--- src/rtl/pwm_gate_pkg.sv ---
// Shared types for the PWM gate-drive generator.
// Assumes: included first in compile order.
package pwm_gate_pkg;

    // Drive mode applied to the output stage.
    typedef enum logic [1:0] {
        MODE_RUN = 2'd0,   // normal complementary switching
        MODE_OFF = 2'd1,   // both switches held off
        MODE_LOW = 2'd2    // high side off, low side on
    } drive_mode_e;

endpackage

--- src/rtl/pwm_period_ctr.sv ---
// Free-running switching-period counter.
// Counts 0 .. PERIOD-1 and wraps. Reset value is PERIOD-1, so the first
// edge after reset wraps to 0 and loads the first command set.
// Assumes: PERIOD >= 2.
module pwm_period_ctr #(
    parameter int PERIOD = 100,
    parameter int CNT_W  = $clog2(PERIOD)
) (
    input  logic             clk,
    input  logic             rst_n,
    output logic [CNT_W-1:0] cnt,
    output logic             wrap
);

    localparam logic [CNT_W-1:0] LAST = CNT_W'(PERIOD - 1);

    // Marks the final tick of a period.
    assign wrap = (cnt == LAST);

    // Advance the counter and wrap at the period end.
    always_ff @(posedge clk) begin
        if (!rst_n)    cnt <= LAST;
        else if (wrap) cnt <= '0;
        else           cnt <= cnt + 1'b1;
    end

    AST_CNT_RANGE: assert property (@(posedge clk) disable iff (!rst_n)
        cnt <= LAST);

    AST_CNT_STEP: assert property (@(posedge clk) disable iff (!rst_n)
        !wrap |=> (cnt == $past(cnt) + 1'b1));

endmodule

--- src/rtl/pwm_cmd_latch.sv ---
// Clamps and holds the duty and dead-gap commands for one period.
// The duty is bounded to [MIN_ON, MAX_ON]. A dead command of 0 becomes 1,
// and values above DT_MAX become DT_MAX. Both are loaded only when
// `load` is high (last tick of a period).
// Assumes: MAX_ON + 2*DT_MAX < PERIOD, so a low-side pulse always remains.
module pwm_cmd_latch #(
    parameter int DUTY_W = 7,
    parameter int DT_W   = 3,
    parameter int CNT_W  = 7,
    parameter int MIN_ON = 10,
    parameter int MAX_ON = 91,
    parameter int DT_MAX = 4
) (
    input  logic              clk,
    input  logic              rst_n,
    input  logic              load,
    input  logic [DUTY_W-1:0] duty_cmd,
    input  logic [DT_W-1:0]   dead_cmd,
    output logic [CNT_W-1:0]  on_q,
    output logic [DT_W-1:0]   dt_q
);

    localparam logic [DUTY_W-1:0] MIN_D = DUTY_W'(MIN_ON);
    localparam logic [DUTY_W-1:0] MAX_D = DUTY_W'(MAX_ON);
    localparam logic [DT_W-1:0]   DT_HI = DT_W'(DT_MAX);

    logic [CNT_W-1:0] on_c;
    logic [DT_W-1:0]  dt_c;

    // Bound the requested on-time.
    always_comb begin
        if (duty_cmd < MIN_D)      on_c = CNT_W'(MIN_ON);
        else if (duty_cmd > MAX_D) on_c = CNT_W'(MAX_ON);
        else                       on_c = CNT_W'(duty_cmd);
    end

    // Bound the requested dead gap to at least one tick.
    always_comb begin
        if (dead_cmd == '0)        dt_c = DT_W'(1);
        else if (dead_cmd > DT_HI) dt_c = DT_HI;
        else                       dt_c = dead_cmd;
    end

    // Hold the bounded commands for the whole period.
    always_ff @(posedge clk) begin
        if (!rst_n) begin
            on_q <= CNT_W'(MIN_ON);
            dt_q <= DT_HI;
        end else if (load) begin
            on_q <= on_c;
            dt_q <= dt_c;
        end
    end

    AST_ON_BOUNDS: assert property (@(posedge clk) disable iff (!rst_n)
        (on_q >= CNT_W'(MIN_ON)) && (on_q <= CNT_W'(MAX_ON)));

    AST_DT_BOUNDS: assert property (@(posedge clk) disable iff (!rst_n)
        (dt_q != '0) && (dt_q <= DT_HI));

    AST_CMD_HOLD: assert property (@(posedge clk) disable iff (!rst_n)
        !load |=> ($stable(on_q) && $stable(dt_q)));

endmodule

--- src/rtl/pwm_mode_ctl.sv ---
// Selects the drive mode from the two override inputs.
// Both-off wins over force-low. Entering an override is immediate. Going
// back to normal switching is allowed only on the cycle that computes
// offset 0 of a period. Reset starts in the both-off mode.
// Assumes: override inputs are synchronous to clk.
module pwm_mode_ctl
    import pwm_gate_pkg::*;
(
    input  logic        clk,
    input  logic        rst_n,
    input  logic        ovr_off,
    input  logic        ovr_low,
    input  logic        at_start,
    output drive_mode_e mode_n,
    output drive_mode_e mode_q
);

    drive_mode_e req;

    // Requested mode by priority.
    always_comb begin
        if (ovr_off)      req = MODE_OFF;
        else if (ovr_low) req = MODE_LOW;
        else              req = MODE_RUN;
    end

    // Apply overrides at once; release only at a period start.
    always_comb begin
        if (req != MODE_RUN)        mode_n = req;
        else if (at_start)          mode_n = MODE_RUN;
        else                        mode_n = mode_q;
    end

    // Remember the mode in force.
    always_ff @(posedge clk) begin
        if (!rst_n) mode_q <= MODE_OFF;
        else        mode_q <= mode_n;
    end

    AST_RELEASE_AT_START: assert property (@(posedge clk) disable iff (!rst_n)
        ((mode_q != MODE_RUN) && (mode_n == MODE_RUN)) |-> at_start);

    AST_OFF_WINS: assert property (@(posedge clk) disable iff (!rst_n)
        ovr_off |=> (mode_q == MODE_OFF));

endmodule

--- src/rtl/pwm_gate_drv.sv ---
// Output stage: turns the period position, the held commands and the mode
// into registered gate commands.
// Normal schedule by offset c: gap [0,dt), high [dt,dt+on), gap, low from
// on+2*dt. A gap guard lets either gate rise only after dt cycles with
// both gates low. This covers schedule edges and override entries alike.
// Assumes: on and dt are already bounded.
module pwm_gate_drv
    import pwm_gate_pkg::*;
#(
    parameter int CNT_W  = 7,
    parameter int DT_W   = 3,
    parameter int PERIOD = 100,
    parameter int MIN_ON = 10,
    parameter int MAX_ON = 91
) (
    input  logic             clk,
    input  logic             rst_n,
    input  logic [CNT_W-1:0] cnt,
    input  logic [CNT_W-1:0] on_q,
    input  logic [DT_W-1:0]  dt_q,
    input  drive_mode_e      mode_n,
    input  drive_mode_e      mode_q,
    output logic             gate_hi,
    output logic             gate_lo,
    output logic             period_start
);

    localparam int WW = CNT_W + 2;

    logic [WW-1:0]   c_w, t_w, on_w;
    logic            hi_want, lo_want, gap_ok;
    logic            hi_n, lo_n;
    logic [DT_W-1:0] gap_cnt;

    assign c_w  = WW'(cnt);
    assign t_w  = WW'(dt_q);
    assign on_w = WW'(on_q);

    // Schedule windows within the period.
    assign hi_want = (c_w >= t_w) && (c_w < t_w + on_w);
    assign lo_want = (c_w >= on_w + (t_w << 1));

    // A switch may turn on only after a full gap with both off.
    assign gap_ok = !gate_hi && !gate_lo && (gap_cnt >= dt_q);

    // Next gate values per mode.
    always_comb begin
        hi_n = 1'b0;
        lo_n = 1'b0;
        case (mode_n)
            MODE_RUN: begin
                hi_n = hi_want && (gate_hi || gap_ok);
                lo_n = lo_want && (gate_lo || gap_ok);
            end
            MODE_LOW: lo_n = gate_lo || gap_ok;
            default: ;
        endcase
    end

    // Register the gates and the period marker together.
    always_ff @(posedge clk) begin
        if (!rst_n) begin
            gate_hi      <= 1'b0;
            gate_lo      <= 1'b0;
            period_start <= 1'b0;
        end else begin
            gate_hi      <= hi_n;
            gate_lo      <= lo_n;
            period_start <= (cnt == '0);
        end
    end

    // Count consecutive cycles with both gates low, saturating.
    always_ff @(posedge clk) begin
        if (!rst_n)                gap_cnt <= '0;
        else if (hi_n || lo_n)     gap_cnt <= '0;
        else if (gap_cnt != '1)    gap_cnt <= gap_cnt + 1'b1;
    end

    // Length of the current high-side pulse, for the on-time checks.
    logic [CNT_W:0] hi_run;
    always_ff @(posedge clk) begin
        if (!rst_n)                          hi_run <= '0;
        else if (!hi_n)                      hi_run <= '0;
        else if (hi_run != (CNT_W+1)'(PERIOD)) hi_run <= hi_run + 1'b1;
    end

    AST_NO_OVERLAP: assert property (@(posedge clk) disable iff (!rst_n)
        !(gate_hi && gate_lo));

    AST_HI_AFTER_GAP: assert property (@(posedge clk) disable iff (!rst_n)
        $rose(gate_hi) |-> $past(!gate_lo));

    AST_LO_AFTER_GAP: assert property (@(posedge clk) disable iff (!rst_n)
        $rose(gate_lo) |-> $past(!gate_hi));

    AST_HI_MAX: assert property (@(posedge clk) disable iff (!rst_n)
        hi_run <= (CNT_W+1)'(MAX_ON));

    AST_HI_MIN: assert property (@(posedge clk) disable iff (!rst_n)
        ($fell(gate_hi) && (mode_q == MODE_RUN)) |-> ($past(hi_run) >= (CNT_W+1)'(MIN_ON)));

    AST_OFF_QUIET: assert property (@(posedge clk) disable iff (!rst_n)
        (mode_q == MODE_OFF) |-> (!gate_hi && !gate_lo));

    AST_LOW_NO_HI: assert property (@(posedge clk) disable iff (!rst_n)
        (mode_q == MODE_LOW) |-> !gate_hi);

endmodule

--- src/rtl/pwm_gate_gen.sv ---
// Synchronous PWM gate-drive generator, top level.
// Wires the period counter, command holder, mode control and output stage.
// Assumes: all inputs synchronous to clk; MAX_ON + 2*DT_MAX < PERIOD.
module pwm_gate_gen
    import pwm_gate_pkg::*;
#(
    parameter int PERIOD = 100,
    parameter int MIN_ON = 10,
    parameter int MAX_ON = 91,
    parameter int DT_MAX = 4,
    parameter int DUTY_W = 7,
    parameter int DT_W   = 3
) (
    input  logic              clk,
    input  logic              rst_n,
    input  logic [DUTY_W-1:0] duty_cmd,
    input  logic [DT_W-1:0]   dead_cmd,
    input  logic              ovr_off,
    input  logic              ovr_low,
    output logic              gate_hi,
    output logic              gate_lo,
    output logic              period_start
);

    localparam int CNT_W = $clog2(PERIOD);

    logic [CNT_W-1:0] cnt;
    logic             wrap;
    logic [CNT_W-1:0] on_q;
    logic [DT_W-1:0]  dt_q;
    drive_mode_e      mode_n, mode_q;
    logic             at_start;

    // Offset 0 of the period is being computed this cycle.
    assign at_start = (cnt == '0);

    pwm_period_ctr #(.PERIOD(PERIOD), .CNT_W(CNT_W)) u_ctr (
        .clk(clk), .rst_n(rst_n), .cnt(cnt), .wrap(wrap)
    );

    pwm_cmd_latch #(
        .DUTY_W(DUTY_W), .DT_W(DT_W), .CNT_W(CNT_W),
        .MIN_ON(MIN_ON), .MAX_ON(MAX_ON), .DT_MAX(DT_MAX)
    ) u_cmd (
        .clk(clk), .rst_n(rst_n), .load(wrap),
        .duty_cmd(duty_cmd), .dead_cmd(dead_cmd),
        .on_q(on_q), .dt_q(dt_q)
    );

    pwm_mode_ctl u_mode (
        .clk(clk), .rst_n(rst_n), .ovr_off(ovr_off), .ovr_low(ovr_low),
        .at_start(at_start), .mode_n(mode_n), .mode_q(mode_q)
    );

    pwm_gate_drv #(
        .CNT_W(CNT_W), .DT_W(DT_W), .PERIOD(PERIOD),
        .MIN_ON(MIN_ON), .MAX_ON(MAX_ON)
    ) u_drv (
        .clk(clk), .rst_n(rst_n), .cnt(cnt), .on_q(on_q), .dt_q(dt_q),
        .mode_n(mode_n), .mode_q(mode_q),
        .gate_hi(gate_hi), .gate_lo(gate_lo), .period_start(period_start)
    );

    AST_OFF_PORT: assert property (@(posedge clk) disable iff (!rst_n)
        ovr_off |=> (!gate_hi && !gate_lo));

    AST_LOW_PORT: assert property (@(posedge clk) disable iff (!rst_n)
        (ovr_low && !ovr_off) |=> !gate_hi);

    AST_START_SINGLE: assert property (@(posedge clk) disable iff (!rst_n)
        period_start |=> !period_start);

endmodule

--- config.mk ---
export PLATFORM = sky130hd
export DESIGN_NAME = pwm_gate_gen
export DESIGN_NICKNAME = d
export VERILOG_FILES = /design/src/rtl/pwm_gate_pkg.sv /design/src/rtl/pwm_period_ctr.sv /design/src/rtl/pwm_cmd_latch.sv /design/src/rtl/pwm_mode_ctl.sv /design/src/rtl/pwm_gate_drv.sv /design/src/rtl/pwm_gate_gen.sv
export SDC_FILE = /design/constraint.sdc
export NUM_CORES = 1
export LEC_CHECK = 0
export CAP_MARGIN = 20
export CORE_ASPECT_RATIO = 0.75
export CORE_MARGIN = 10
export CORE_UTILIZATION = 40
export CTS_CLUSTER_SIZE = 25
export DETAILED_ROUTE_END_ITERATION = 10
export DONT_BUFFER_PORTS = 1
export PLACE_DENSITY = 0.62
export SETUP_SLACK_MARGIN = 0.2
export SLEW_MARGIN = 20
export SYNTH_ARGS = -nofsm -noshare
export SYNTH_HDL_FRONTEND = slang
export SYNTH_SLANG_ARGS = --single-unit
--- constraint.sdc ---
create_clock -name clk -period 7.45 [get_ports clk]
set_input_delay 1.49 -clock clk [delete_from_list [all_inputs] [get_ports clk]]
set_output_delay 1.49 -clock clk [all_outputs]
set_load 0.005 [all_outputs]
; Yosys cells after proc, flatten, opt, wreduce, memory -nomap -nowiden
; Index checks and enable logic that the tools add are counted.
; W data, S select, Z words.
[classes]
n_addsub = 4
magnitude_cmp = 7
eq_ne = 3
muxes = 11
bitwise_logic = 1
n_reduce_logical = 16
[op_table]
columns = op, n
row1 = $mux W7, 3
row2 = $ge A7 B9 Y1, 1
row3 = $lt A7 B9 Y1, 1
row4 = $add A3 B7 Y8, 1
row5 = $add A7 B4 Y8, 1
row6 = $mux W2, 4
row7 = $add A7 B1 Y7 const B, 1
row8 = $eq A7 B7 Y1 const B, 1
row9 = $ge A7 B3 Y1, 1
row10 = $gt A7 B7 Y1 const B, 1
row11 = $logic_not A7 Y1, 1
row12 = $lt A7 B4 Y1 const B, 1
row13 = $mux W3, 2
row14 = $logic_and A1 B1 Y1, 5
row15 = $reduce_or A2 Y1, 2
row16 = $add A3 B1 Y3 const B, 1
row17 = $ge A3 B3 Y1, 1
row18 = $gt A3 B3 Y1 const B, 1
row19 = $logic_not A3 Y1, 1
row20 = $logic_or A1 B1 Y1, 3
row21 = $ne A3 B3 Y1 const B, 1
row22 = $eq A2 B2 Y1 const B, 1
row23 = $logic_not A1 Y1, 2
row24 = $logic_not A2 Y1, 1
row25 = other kinds (4), 4
[word_totals]
register_bits = 25
input_bits = 14
out_inout_bits = 3
word_cells = 51

; Longest topological paths before layout
[depth]
ltp_word = 8
mapped_depth = 12
mapped_depth_nobuf = 12

; Cells and area by module
; Synthesis repeated with hierarchy kept, for this count alone.
[unflattened]
hier_cells = 211
hier_area_um2 = 1918.1
[by_module_without_submodules]
columns = mod, instances, cells_each, area_each_um2, seq_area_each_um2
row1 = pwm_gate_drv, 1, 115, 1007.2, 120.1
row2 = pwm_cmd_latch, 1, 49, 459.2, 200.2
row3 = pwm_period_ctr, 1, 35, 330.3, 140.1
row4 = pwm_mode_ctl, 1, 10, 101.3, 40.0
row5 = pwm_gate_gen, 1, 2, 20.0, 0.0

; Worst setup path after synthesis
; No wires, ideal clock.
[synth_path]
kind = in2reg
startpoint = input ovr_off
endpoint = register u_drv.gap_cnt[0]
arrival_ps = 2539
setup_slack_ps = 4776
stages = 5
n_path_buf = 0
path_cell_list = or3b_2 > o22ai_1 > o211ai_1 > nor3_1 > nor4_1
[synth_via]
elab_chain_cells = 7
[synth_rtl]
columns = element, line
row1 = from (decl), pwm_gate_gen.sv:18  ; input logic ovr_off,
row2 = $mux W2 *, pwm_mode_ctl.sv:22  ; if (ovr_off) req = MODE_OFF;
row3 = $reduce_bool A2 Y1, pwm_mode_ctl.sv:29  ; if (req != MODE_RUN) mode_n = req;
row4 = $mux W2 *, pwm_mode_ctl.sv:29
row5 = $eq A2 B2 Y1 / $logic_not A2 Y1 (equally long branches), pwm_gate_drv.sv:50  ; case (mode_n)
row6 = $pmux W1 S2 / $mux W1 (equally long branches), pwm_gate_drv.sv:50
row7 = $logic_or A1 B1 Y1 *, pwm_gate_drv.sv:76  ; else if (hi_n || lo_n) gap_cnt <= '0;
row8 = $reduce_or A2 Y1 (no line) *, n/a
row9 = to (signal assigned), pwm_gate_drv.sv:77  ; else if (gap_cnt != '1) gap_cnt <= gap_cnt + 1'b1;
row10 = to (decl), pwm_gate_drv.sv:33  ; logic [DT_W-1:0] gap_cnt;
; Every way passes the cells marked *; elsewhere a longest branch is shown, timed or not.
; A chain may end at the register's enable or synchronous reset.

; Worst setup path in the final report
[layout_path]
startpoint = register u_cmd.dt_q[0]
endpoint = register u_drv.gate_hi
[layout_via]
elab_chain_cells = 5
[layout_rtl]
columns = element, line
row1 = from (decl), pwm_cmd_latch.sv:20  ; output logic [DT_W-1:0] dt_q
row2 = from (signal assigned), pwm_cmd_latch.sv:51  ; dt_q <= dt_c;
row3 = $add A3 B7 Y8 / $ge A3 B3 Y1 (equally long branches), "pwm_gate_drv.sv:40, pwm_gate_drv.sv:44"
row4 = $lt A7 B9 Y1 / $logic_and A1 B1 Y1 (equally long branches), "pwm_gate_drv.sv:40, pwm_gate_drv.sv:44"
row5 = $logic_and A1 B1 Y1 / $logic_or A1 B1 Y1 (equally long branches), "pwm_gate_drv.sv:40, pwm_gate_drv.sv:52"
row6 = $logic_and A1 B1 Y1 *, pwm_gate_drv.sv:52  ; hi_n = hi_want && (gate_hi || gap_ok);
row7 = $mux W1 *, pwm_gate_drv.sv:50
row8 = to (signal assigned), pwm_gate_drv.sv:67  ; gate_hi <= hi_n;
row9 = to (decl), pwm_gate_drv.sv:23  ; output logic gate_hi,
; Marked as above.

==> impl_summary.log <==
[metrics] total power after layout: 0.5036 mW
[metrics] horizontal extent of the die: about 97 um
[metrics] worst-case register-to-register setup slack: between 4 and 5 ns
[metrics] placeable core area: 4414 um^2
[metrics] distinct cell type count of the synthesized netlist: 40
[metrics] transition time of the tightest slew-check pin: 0.5198 ns
[metrics] GR Overflow Total: 0
[metrics] number of standard cells in the layout, taps in and fillers out: 264
[metrics] layout cell share with drive strength beyond 1: 5.797%
[metrics] max-capacitance violation count: 0
[metrics] standby leakage power: 0.7948 nW
[metrics] worst setup slack before clock tree synthesis: 4.542 ns
[metrics] ys async rst share: 0%
[metrics] sort of element at the end of the critical path: flop
[metrics] WL per Instance: ~15 um
[metrics] arrival time reported for the critical path endpoint: 3.18 ns
[metrics] Routed Wire Length: 4.016 mm
[metrics] RSZ-0062 raised after global routing: no
[metrics] data required time at the worst endpoint: 7.68 ns
[metrics] Die Area: ~7600 um^2
[metrics] number of standard cells after synthesis: 209
[metrics] worst rel slew slack: 65.30%
[metrics] capturing point of the worst reg2reg path: u_drv.gate_hi$_SDFF_PN0_
[metrics] number of synthesized register bits: 25
[metrics] classification of the worst-slack hold path: flop to flop
[metrics] area growth from synthesis to layout: 5.219%
[metrics] number of global-route vias before repair: 1325
[metrics] post-CTS clock slew at the launch and capture registers of the worst setup and hold paths: 0.10 ns
[metrics] clock period minus final worst setup slack: slightly below 3 ns
[metrics] first-pass GRT wire length: 6.706 mm
[metrics] count of boundary I/O pins: 17
[metrics] First-pass DRT Iterations: 4
[metrics] Die Y: approximately 78 um
[metrics] Post-Route Utilization: between 40 and 50%
[metrics] Final Setup Violations: 0
[metrics] Final #Nets: roughly 250
[metrics] Crit Path Class: flop to flop
[metrics] part of the cycle the worst path needs: 39.52%
[metrics] clock skew after layout: 0.01091 ns
[metrics] via count normalized by instance count: 5.367
[metrics] hold-critical path depth: 2
[metrics] maximum fanout encountered on the critical timing path: 5
[metrics] count of synthesis-stage warnings from yosys: 0
[metrics] Final ANT Viol Nets: 0
[metrics] startpoint type of the worst setup path: flop
[metrics] Post-CTS Resized: 0
[metrics] number of flops mapped to enable cells by yosys: 0
[metrics] Final Hold Violating Endpoints: 0
[metrics] number of buffers inserted by hold repair at cts: 0
[metrics] Main synth FF type: dfxtp_1
[metrics] sequential share of the synthesized area: 27.84%
[metrics] count of buffers from port buffering: 0
[metrics] clock sink count: 25
[metrics] post-synth net total: 254
[metrics] Clock Root Buffer: clkbuf_8
[metrics] count of cells along the worst register-to-register path: 12
[metrics] GRT Total Usage: a little over a tenth
[metrics] post-synth design cell area: 1798 um^2
[metrics] row count: 21
[metrics] Hold Startpoint: u_cmd.on_q[0]$_SDFFE_PN0N_
[metrics] worst-case clock buffer depth: 2
[metrics] status: completed
[metrics] worst skew pair latency: 0.28 ns
[metrics] CTS HTree Levels: 1
[metrics] TritonCTS clock tree: done
[metrics] Fmax: 0.3396 GHz
[metrics] TritonCTS buffer count: 3
[metrics] origin of the critical flop-to-flop path: u_cmd.dt_q[0]$_SDFFE_PN0N_
[metrics] worst vdd ir: slightly below 100 uV
[metrics] starting density of the core: 40.73%
[metrics] final weighted congestion in routability-driven placement: about 0.76
[metrics] antenna fix cells: 0
[metrics] summed negative setup slack over all endpoints: 0 ns
[metrics] via count: 1417
[metrics] Hold EP: u_cmd.on_q[0]$_SDFFE_PN0N_
[metrics] cell area power density: 266.2 nW/um^2
[metrics] number of remaining DRC errors: 0
[metrics] pin count of the biggest net entering global routing: 16
[metrics] total setup buffers inserted after CTS: 0
[metrics] number of antenna violations at the first check in global routing: 0
[metrics] number of DRC markers in iteration 0: 96
[metrics] number of placed instances, taps included: 260
[metrics] max-slew violation count: 0
[metrics] setup slack after layout: 4.506 ns
[metrics] Avg Cell Area, Syn: 8.603 um^2
[metrics] post-detail-place hpwl: 3.215 mm
[synthesized netlist by cell type (2+ instances only)]
cell type	instances	area [um^2]
ha_1	29	362.9
dfxtp_1	25	500.5
nor2_1	18	67.56
nand2_1	16	60.06
o21ai_0	14	70.07
inv_1	12	45.04
a21oi_1	11	55.05
xor2_1	9	78.83
nand3_1	7	35.03
nor2b_1	6	37.54
clkbuf_1	5	18.77
nor3_1	5	25.02
nor4_1	5	31.28
xnor2_1	5	43.79
a21o_1	4	30.03
nand2b_1	4	25.02
o211ai_1	3	22.52
a211oi_1	2	15.01
a31oi_1	2	12.51
fa_1	2	40.04
mux2i_1	2	20.02
nand3b_1	2	15.01
o22ai_1	2	12.51
o32a_1	2	20.02
o32ai_1	2	17.52
[state kept, by name (all words and copies together), names as in the netlist]
| signal | count |
|---|---|
| u_ctr.cnt | 7 |
| u_mode.mode_q | 2 |
| u_cmd.on_q | 7 |
| u_drv.period_start | 1 |
| u_drv.gap_cnt | 3 |
| u_drv.gate_hi | 1 |
| u_cmd.dt_q | 3 |
| u_drv.gate_lo | 1 |
[worst max-delay path by stage]
| stage | startpoint | endpoint | slack, ns | depth (start not counted) |
|---|---|---|---|---|
| after global routing | u_cmd.dt_q[0]$_SDFFE_PN0N_ | u_drv.gap_cnt[2]$_SDFFE_PP0P_ | 4.31 | 12 |
| final | u_cmd.dt_q[0]$_SDFFE_PN0N_ | u_drv.gate_hi$_SDFF_PN0_ | 4.51 | 12 |
| after global placement | u_cmd.dt_q[0]$_SDFFE_PN0N_ | u_drv.gap_cnt[2]$_SDFFE_PP0P_ | 4.59 | 12 |
| after detailed placement | u_cmd.dt_q[0]$_SDFFE_PN0N_ | u_drv.gap_cnt[2]$_SDFFE_PP0P_ | 4.54 | 12 |
| after floorplan | ovr_off | u_drv.gap_cnt[0]$_SDFFE_PP0P_ | 4.78 | 5 |
| after CTS | u_cmd.dt_q[0]$_SDFFE_PN0N_ | u_drv.gap_cnt[2]$_SDFFE_PP0P_ | 4.53 | 12 |
[per-layer routing]
metal | GRT usage, % | vias to the layer above | part of all wire, %
met5 | 0 | - | 0
met4 | 1.739 | 0 | 0.60
met3 | 3.587 | 4 | 6.1
met2 | 14.64 | 20 | 38
met1 | 15.33 | 647 | 55
li1 | - | 746 | -
[worst max-delay path, stage by stage (launching register included)]
cell	delay, ns
dfxtp_1	0.41
ha_1	0.19
inv_1	0.05
fa_1	0.40
nor2b_1	0.12
o21ai_0	0.13
xor2_1	0.18
ha_1	0.30
a21o_1	0.16
a211oi_1	0.24
o21ai_0	0.12
a211oi_1	0.42
and2_1	0.18
[cell type report]
class | instances | area (um^2)
inverter | 12 | 45.04
fill | 451 | 2522
multi-input combinational | 165 | 1219
sequential | 25 | 500.5
timing repair buffer | 1 | 7.507
clock buffer | 3 | 41.29
tap | 57 | 71.32
clock inverter | 1 | 7.507
[cells by family after synthesis]
kind of cell	Yosys count	share of synthesized area (%)
adders and majority gates	31	22.41
buffers and inverters	19	4.384
xor gates and xnor gates	14	6.820
DFF	25	27.84
AOI/OAI and AO/OA	49	17.95
muxes	2	1.113
and+or+nand+nor	69	19.48
[cells in the final DEF, fill, tap and decap left out, drive strengths merged]
| master | synthesis | layout |
|---|---|---|
| clkinvlp | 0 | 1 |
| or3b | 1 | 1 |
| a21oi | 11 | 11 |
| dfxtp | 25 | 25 |
| a211oi | 3 | 3 |
| mux2i | 2 | 2 |
| inv | 12 | 12 |
| o21ai | 14 | 14 |
| a21o | 4 | 4 |
| xor2 | 9 | 9 |
| o2111ai | 1 | 1 |
| o31a | 1 | 1 |
| clkbuf | 5 | 3 |
| o211ai | 3 | 3 |
| nor2b | 6 | 6 |
| a41o | 1 | 1 |
| ha | 29 | 29 |
| xnor2 | 5 | 5 |
| and2 | 2 | 2 |
| or4 | 2 | 2 |
| a211o | 1 | 1 |
| o32ai | 2 | 2 |
| nand2 | 16 | 16 |
| nor3 | 5 | 5 |
| nand3 | 7 | 7 |
| nand2b | 4 | 4 |
| o21ba | 1 | 1 |
| o21bai | 1 | 1 |
| o32a | 2 | 2 |
| fa | 2 | 2 |
| nor2 | 18 | 18 |
| o22ai | 2 | 2 |
| nor4 | 6 | 6 |
| a31oi | 2 | 2 |
| nand3b | 2 | 2 |
| buf | 2 | 1 |
[metrics by stage]
stage	area, um^2	hold slack (ns)
5_1_grt	1892	0.5210
4_1_cts	1892	0.5001
3_5_place_dp	1843	0.4873
2_1_floorplan	1798	0.4568
3_3_place_gp	1843	0.4859
6_report	1892	0.4938
[power breakdown]
group / internal [mW] / switching, mW
logic: 0.0995 / 0.120
registers: 0.157 / 0.0415
clock network: 0.0380 / 0.0477
No activity file was read; power rests on OpenSTA's default activity.
